### src/rtl/ustat_pkg.sv
`timescale 1ns/1ps
package ustat_pkg;

    localparam int STAT_W = 16;
    localparam int FMT_W  = 4;

    // Positions inside the status word
    localparam int B_ITER = 7;
    localparam int B_TXE  = 6;
    localparam int B_COLL = 5;
    localparam int B_ISF  = 4;
    localparam int B_CTS  = 3;
    localparam int B_OVF  = 2;
    localparam int B_FERR = 1;
    localparam int B_PERR = 0;

    // Positions inside the sticky flag bank
    localparam int NSTK   = 5;
    localparam int S_ITER = 4;
    localparam int S_TXE  = 3;
    localparam int S_COLL = 2;
    localparam int S_ISF  = 1;
    localparam int S_OVF  = 0;

    typedef logic [FMT_W-1:0] fmt_t;

    // Error tags carried with every received character
    typedef struct packed {
        logic ferr;
        logic perr;
    } rx_err_t;

    function automatic logic fmt_has_parity(input fmt_t f);
        return (f == 4'h1) || (f == 4'h5) || (f == 4'h7);
    endfunction

    function automatic logic fmt_is_autobaud(input fmt_t f);
        return (f == 4'h4) || (f == 4'h5);
    endfunction

endpackage

### src/rtl/ustat_w1c.sv
`timescale 1ns/1ps
module ustat_w1c #(
    parameter int W = 5
) (
    input  logic         clk,
    input  logic         rst,
    input  logic [W-1:0] set,
    input  logic [W-1:0] wclr,
    input  logic [W-1:0] kill,
    output logic [W-1:0] q
);
    // kill beats set, set beats a software clear
    for (genvar i = 0; i < W; i++) begin : g_bit
        always_ff @(posedge clk) begin
            if (rst)
                q[i] <= 1'b0;
            else if (kill[i])
                q[i] <= 1'b0;
            else if (set[i])
                q[i] <= 1'b1;
            else if (wclr[i])
                q[i] <= 1'b0;
        end
    end
endmodule

### src/rtl/ustat_rxq.sv
`timescale 1ns/1ps
module ustat_rxq import ustat_pkg::*; #(
    parameter int DEPTH = 2
) (
    input  logic    clk,
    input  logic    rst,
    input  logic    flush,
    input  logic    push,
    input  rx_err_t push_err,
    input  logic    pop,
    input  rx_err_t clr_err,
    input  logic    start_ev,
    output rx_err_t head_err,
    output logic    ovf_ev
);
    localparam int CW = $clog2(DEPTH + 1);

    rx_err_t        ent_q [DEPTH];
    rx_err_t        ent_n [DEPTH];
    logic [CW-1:0]  cnt_q, cnt_n;
    rx_err_t        hold_q, hold_n;
    logic           hv_q, hv_n;
    logic           pop_ok;

    assign pop_ok = pop && (cnt_q != '0);

    always_comb begin
        for (int i = 0; i < DEPTH; i++) ent_n[i] = ent_q[i];
        cnt_n  = cnt_q;
        hold_n = hold_q;
        hv_n   = hv_q;

        // software clear touches the head only while it stays the head
        if ((cnt_q != '0) && !pop_ok)
            ent_n[0] = rx_err_t'(ent_q[0] & ~clr_err);

        if (pop_ok) begin
            for (int i = 0; i < DEPTH - 1; i++) ent_n[i] = ent_q[i + 1];
            ent_n[DEPTH-1] = '0;
            cnt_n = cnt_q - CW'(1);
            if (hv_q) begin
                for (int i = 0; i < DEPTH; i++)
                    if (CW'(i) == cnt_n) ent_n[i] = hold_q;
                cnt_n = cnt_n + CW'(1);
                hv_n  = 1'b0;
            end
        end

        if (push) begin
            if (cnt_n < CW'(DEPTH)) begin
                for (int i = 0; i < DEPTH; i++)
                    if (CW'(i) == cnt_n) ent_n[i] = push_err;
                cnt_n = cnt_n + CW'(1);
            end else if (!hv_n) begin
                hold_n = push_err;
                hv_n   = 1'b1;
            end
        end

        if (flush) begin
            for (int i = 0; i < DEPTH; i++) ent_n[i] = '0;
            cnt_n  = '0;
            hold_n = '0;
            hv_n   = 1'b0;
        end
    end

    always_ff @(posedge clk) begin
        if (rst) begin
            for (int i = 0; i < DEPTH; i++) ent_q[i] <= '0;
            cnt_q  <= '0;
            hold_q <= '0;
            hv_q   <= 1'b0;
        end else begin
            for (int i = 0; i < DEPTH; i++) ent_q[i] <= ent_n[i];
            cnt_q  <= cnt_n;
            hold_q <= hold_n;
            hv_q   <= hv_n;
        end
    end

    assign head_err = (cnt_q != '0) ? ent_q[0] : '0;
    assign ovf_ev   = start_ev && (cnt_q == CW'(DEPTH)) && hv_q;

endmodule

### src/rtl/uart_stat_reg.sv
`timescale 1ns/1ps
module uart_stat_reg import ustat_pkg::*; #(
    parameter int   RXQ_DEPTH    = 2,
    parameter fmt_t LIN_HOST_FMT = 4'h2,
    parameter logic [7:0] SYNC_WORD = 8'h55
) (
    input  logic              clk,
    input  logic              rst,
    input  logic              rx_en,
    input  logic [FMT_W-1:0]  fmt,
    input  logic              coll_det_en,
    input  logic              cts_pin,
    input  logic              wr_en,
    input  logic [STAT_W-1:0] wr_data,
    input  logic              data_rd,
    input  logic              ev_rx_char,
    input  logic              rx_stop_bit,
    input  logic              rx_par_bad,
    input  logic              ev_rx_start,
    input  logic              ev_sync,
    input  logic [7:0]        sync_byte,
    input  logic              ev_tx_done,
    input  logic              tx_empty,
    input  logic              ev_coll,
    input  logic              ev_retry_max,
    output logic [STAT_W-1:0] stat_rd
);
    logic            is_lin;
    logic [NSTK-1:0] stk_set, stk_clr, stk_kill, stk_q;
    rx_err_t         new_err, clr_err, head_err;
    logic            ovf_ev;
    logic            unused_wr;

    assign is_lin    = (fmt == LIN_HOST_FMT);
    assign unused_wr = ^{wr_data[STAT_W-1:8], wr_data[B_CTS]};

    // error tags of an incoming character
    assign new_err.ferr = ~rx_stop_bit;
    assign new_err.perr = rx_par_bad & fmt_has_parity(fmt);

    assign clr_err.ferr = wr_en & wr_data[B_FERR];
    assign clr_err.perr = wr_en & wr_data[B_PERR];

    ustat_rxq #(.DEPTH(RXQ_DEPTH)) u_rxq (
        .clk      (clk),
        .rst      (rst),
        .flush    (~rx_en),
        .push     (ev_rx_char & rx_en),
        .push_err (new_err),
        .pop      (data_rd),
        .clr_err  (clr_err),
        .start_ev (ev_rx_start & rx_en),
        .head_err (head_err),
        .ovf_ev   (ovf_ev)
    );

    always_comb begin
        stk_set          = '0;
        stk_set[S_ITER]  = ev_retry_max;
        stk_set[S_TXE]   = ev_tx_done & tx_empty & is_lin;
        stk_set[S_COLL]  = ev_coll & coll_det_en & rx_en;
        stk_set[S_ISF]   = ev_sync & rx_en & fmt_is_autobaud(fmt) & (sync_byte != SYNC_WORD);
        stk_set[S_OVF]   = ovf_ev;

        stk_clr          = '0;
        stk_clr[S_ITER]  = wr_en & wr_data[B_ITER];
        stk_clr[S_TXE]   = wr_en & wr_data[B_TXE];
        stk_clr[S_COLL]  = wr_en & wr_data[B_COLL];
        stk_clr[S_ISF]   = wr_en & wr_data[B_ISF];
        stk_clr[S_OVF]   = wr_en & wr_data[B_OVF];

        stk_kill         = '0;
        stk_kill[S_TXE]  = ~is_lin;
        stk_kill[S_COLL] = ~rx_en;
        stk_kill[S_ISF]  = ~rx_en;
        stk_kill[S_OVF]  = ~rx_en;
    end

    ustat_w1c #(.W(NSTK)) u_flags (
        .clk  (clk),
        .rst  (rst),
        .set  (stk_set),
        .wclr (stk_clr),
        .kill (stk_kill),
        .q    (stk_q)
    );

    always_comb begin
        stat_rd         = '0;
        stat_rd[B_ITER] = stk_q[S_ITER];
        stat_rd[B_TXE]  = stk_q[S_TXE] & is_lin;
        stat_rd[B_COLL] = stk_q[S_COLL];
        stat_rd[B_ISF]  = stk_q[S_ISF];
        stat_rd[B_CTS]  = cts_pin;
        stat_rd[B_OVF]  = stk_q[S_OVF];
        stat_rd[B_FERR] = head_err.ferr;
        stat_rd[B_PERR] = head_err.perr;
    end

endmodule

### config.mk
export PLATFORM = sky130hd
export DESIGN_NAME = uart_stat_reg
export DESIGN_NICKNAME = d
export VERILOG_FILES = /design/src/rtl/ustat_pkg.sv /design/src/rtl/ustat_w1c.sv /design/src/rtl/ustat_rxq.sv /design/src/rtl/uart_stat_reg.sv
export SDC_FILE = /design/constraint.sdc
export NUM_CORES = 1
export LEC_CHECK = 0
export ABC_AREA = 1
export BUFFER_PORTS_ARGS = -buffer_cell sky130_fd_sc_hd__buf_2
export CORE_UTILIZATION = 47
export CTS_BUF_LIST = sky130_fd_sc_hd__clkbuf_4
export CTS_CLUSTER_DIAMETER = 200
export DETAILED_ROUTE_END_ITERATION = 7
export PLACE_DENSITY = 0.87
export SETUP_SLACK_MARGIN = 0.4
export SYNTH_ARGS = -nofsm -noshare
export SYNTH_HDL_FRONTEND = slang
export SYNTH_HIERARCHICAL = 1
export SYNTH_SLANG_ARGS = --single-unit
### constraint.sdc
create_clock -name clk -period 2.37 [get_ports clk]
set_clock_uncertainty 0.2 [all_clocks]
set_input_delay 0.711 -clock clk [delete_from_list [all_inputs] [get_ports clk]]
set_output_delay 0.711 -clock clk [all_outputs]
set_load 0.02 [all_outputs]
==> metrics.cfg <==
[synthesis]
netlist_area_um2 = 1180
syn_inst = 201
synth.yosys.seq_area_share = 0.237
yosys_warnings = 6
syn_area_per_cell_um2 = 5.89
synth_seq_cells = 14
synth_cell_types = 24

[place]
place.gp.congestion = 0.904
dpl.hpwl_um = 1960
io_buffers = 40

[layout]
mostFrequentLayoutCell = nand2_1
final_cell_mix = nand2_1, inv_1, buf_2, nor2_1, dfxtp_1
final_layout_size_suffix_gt1_frac = 0.329
final_nets = 296
area_growth_pct = 29.4
insertedDiodeCount = 0

[pwr]
totalPowerFinal_mw = 0.540
leakage_nw = 0.823
p_seq_frac = 0.451
combPwrFrac = 0.284
internal-power_mw = 0.364
pwr-share-clk = 0.264
power_switching_mw = 0.175
ir_drop_uv = 215
switching_share = 0.325
p_per_area_nw_per_um2 = 352

[cts]
worstSkewPairLatency_ps = 290
holdBufCountCts = 0
clockBufferDepth = 2
cts_made_buffers = 3
cts-htree-levels = 1
cts_tree = yes
cts.clk_slew.worst_paths_ps = 80
cts_root_buffer = clkbuf_4
cts_sinks = 14

[global_route]
grt.overflow.total = 0
antenna_found_initial = 0
grt_pass1_wl_um = 4380
track_usage = 0.219
grt_max_degree = 10
grt_pass1_vias = 1163

[setup_path]
r2r-start = u_rxq/cnt_q[0]$_SDFF_PP0_
r2r_end = u_rxq/ent_q[0][1]$_SDFF_PP0_
cp.arrival_ps = 1200
worstPathCellList = buf_6, nor2_4, nand2_2, nor2_4, buf_6
end_kind = output port
max_stage_delay_ps = 120
crit_required_ps = 1460
cp_num_buf_inv = 2
path_delay_family = simple AND/OR/NAND/NOR gates
cp_max_fo = 3
r2r_cells = 12
critPathKind = primary input to output port
slowest_stage = buf_6
ff2ff_setup_slack_ps = 510
start_kind = primary input

[detailed_routing]
wl_um = 2570
vias_per_cell = 4.57
routedWlPerCell_um = 9.36
vias = 1253
ant_nets = 0
drtIter0Drc = 17
drcViolationCount = 0
dr.pass1.iters = 4

[sta]
maxSlewViolCount = 0
rsz0062_at_grt = true
holdWs_ps = 268
worst_pin_slew_ps = 520
min_period_ps = 2110
max_slew_margin = 0.652
fmax_mhz = 474
fin_crit_sh = 0.890
hold_viol_final = 0
setup_tns_ps = 0
setup_viol = 0

[worst_hold_path]
holdPathEnd = u_flags/q[4]$_SDFFE_PP0P_
holdPathStages = 2
hold_path.startpoint = u_flags/q[4]$_SDFFE_PP0P_
holdCritPathClass = flip-flop to flip-flop

[floorplanning]
dieHeight_um = 52.2
start_util = 0.515
dieArea_um2 = 2720
rows = 17
core_um2 = 2300
fp.dieW_um = 52.2
num_io_pins = 60

[outcome]
outcome = completed

[flow_run]
drv_cap = 0

==> power groups by stage <==
stage / registers, mW / logic (mW) / clock network [mW]
finish: 0.244 / 0.153 / 0.143
CTS: 0.243 / 0.143 / 0.146
global placement: 0.249 / 0.127 / 0
floorplan: 0.250 / 0.0968 / 0
global route: 0.244 / 0.172 / 0.160
detailed placement: 0.249 / 0.131 / 0
==> Yosys cell counts <==
cell type | instances | share of area
nor3_1 | 1 | 0.0042
ha_1 | 5 | 0.053
nand2_2 | 6 | 0.032
nand4_2 | 1 | 0.011
nand3_1 | 5 | 0.021
buf_6 | 1 | 0.0095
buf_2 | 1 | 0.0042
inv_2 | 5 | 0.016
a21oi_1 | 2 | 0.0085
o211ai_1 | 3 | 0.019
nor2_1 | 22 | 0.070
a21oi_2 | 5 | 0.037
o21ai_0 | 2 | 0.0085
a21boi_1 | 1 | 0.0063
inv_4 | 1 | 0.0053
nand4_1 | 5 | 0.026
inv_1 | 46 | 0.15
buf_4 | 9 | 0.057
nor2_2 | 4 | 0.021
nand3_2 | 1 | 0.0085
conb_1 | 1 | 0.0032
nand2_1 | 59 | 0.19
nand2_4 | 1 | 0.0095
dfxtp_1 | 14 | 0.24
==> per-stage QoR <==
| step | util | std cells | cell area, um2 | worst slack, ps |
|---|---|---|---|---|
| floorplan | - | 209 | 1240 | 395 |
| finish | 0.667 | 274 | 1530 | 261 |
| CTS | 0.653 | 274 | 1500 | 260 |
| detailed placement | 0.605 | 266 | 1390 | 127 |
| global placement | 0.605 | 266 | 1390 | 128 |
| global route | 0.667 | 274 | 1530 | 227 |
==> state kept, by name, summed over array words and instances (netlist names) <==
name and count:
u_rxq/cnt_q 2, u_rxq/hold_q 2, u_flags/q 5, u_rxq/hv_q 1
u_rxq/ent_q 4
==> what timing repair did <==
| action | in CTS | in global routing |
|---|---|---|
| pin swaps | 7 | 0 |
| gates resized for setup | 15 | 6 |
| setup buffers | 4 | 0 |
| endpoints found under the setup margin | 6 | 5 |
| endpoints found under the hold margin | 0 | 0 |
| cloned | 0 | 0 |
==> worst max-delay path by stage <==
stage           start         end  slack, ps  cells after the start
2_1_floorplan  fmt[1]  stat_rd[6]        390                      4
3_3_place_gp   fmt[1]  stat_rd[6]        130                      6
3_5_place_dp   fmt[1]  stat_rd[6]        130                      6
4_1_cts        fmt[2]  stat_rd[6]        260                      5
5_1_grt        fmt[2]  stat_rd[6]        230                      5
6_report       fmt[2]  stat_rd[6]        260                      5
==> metal layers <==
| metal | vias to the layer above | part of all wire | GRT usage |
|---|---|---|---|
| li1 | 661 | - | - |
| met1 | 533 | 0.42 | 0.234 |
| met2 | 50 | 0.50 | 0.402 |
| met3 | 9 | 0.043 | 0.0116 |
| met4 | 0 | 0.039 | 0.158 |
| met5 | - | 0 | 0 |
==> worst min-delay path, stage by stage, from the launching register on <==
cell and delay (ps):
dfxtp_1 320, nand2_1 70, a21oi_2 40
==> cell type report <==
cell class	instances	area, um2
Fill cell	200	766
Multi-Input combinational cell	132	716
Sequential cell	14	283
Timing Repair Buffer	44	264
Inverter	52	208
Tap cell	28	35.0
Clock buffer	3	22.5
Clock inverter	1	3.75
==> kinds of logic (layout without fill, tap and decap cells) <==
| group | after synthesis | in the layout | synth area share |
|---|---|---|---|
| other cells | 1 | 9 | 0.00317 |
| fa+ha+maj | 5 | 5 | 0.0529 |
| flops | 14 | 14 | 0.237 |
| simple gates | 105 | 105 | 0.390 |
| buf+inv | 63 | 100 | 0.238 |
| compound gates | 13 | 13 | 0.0793 |
Power figures use the tool's default switching activity.
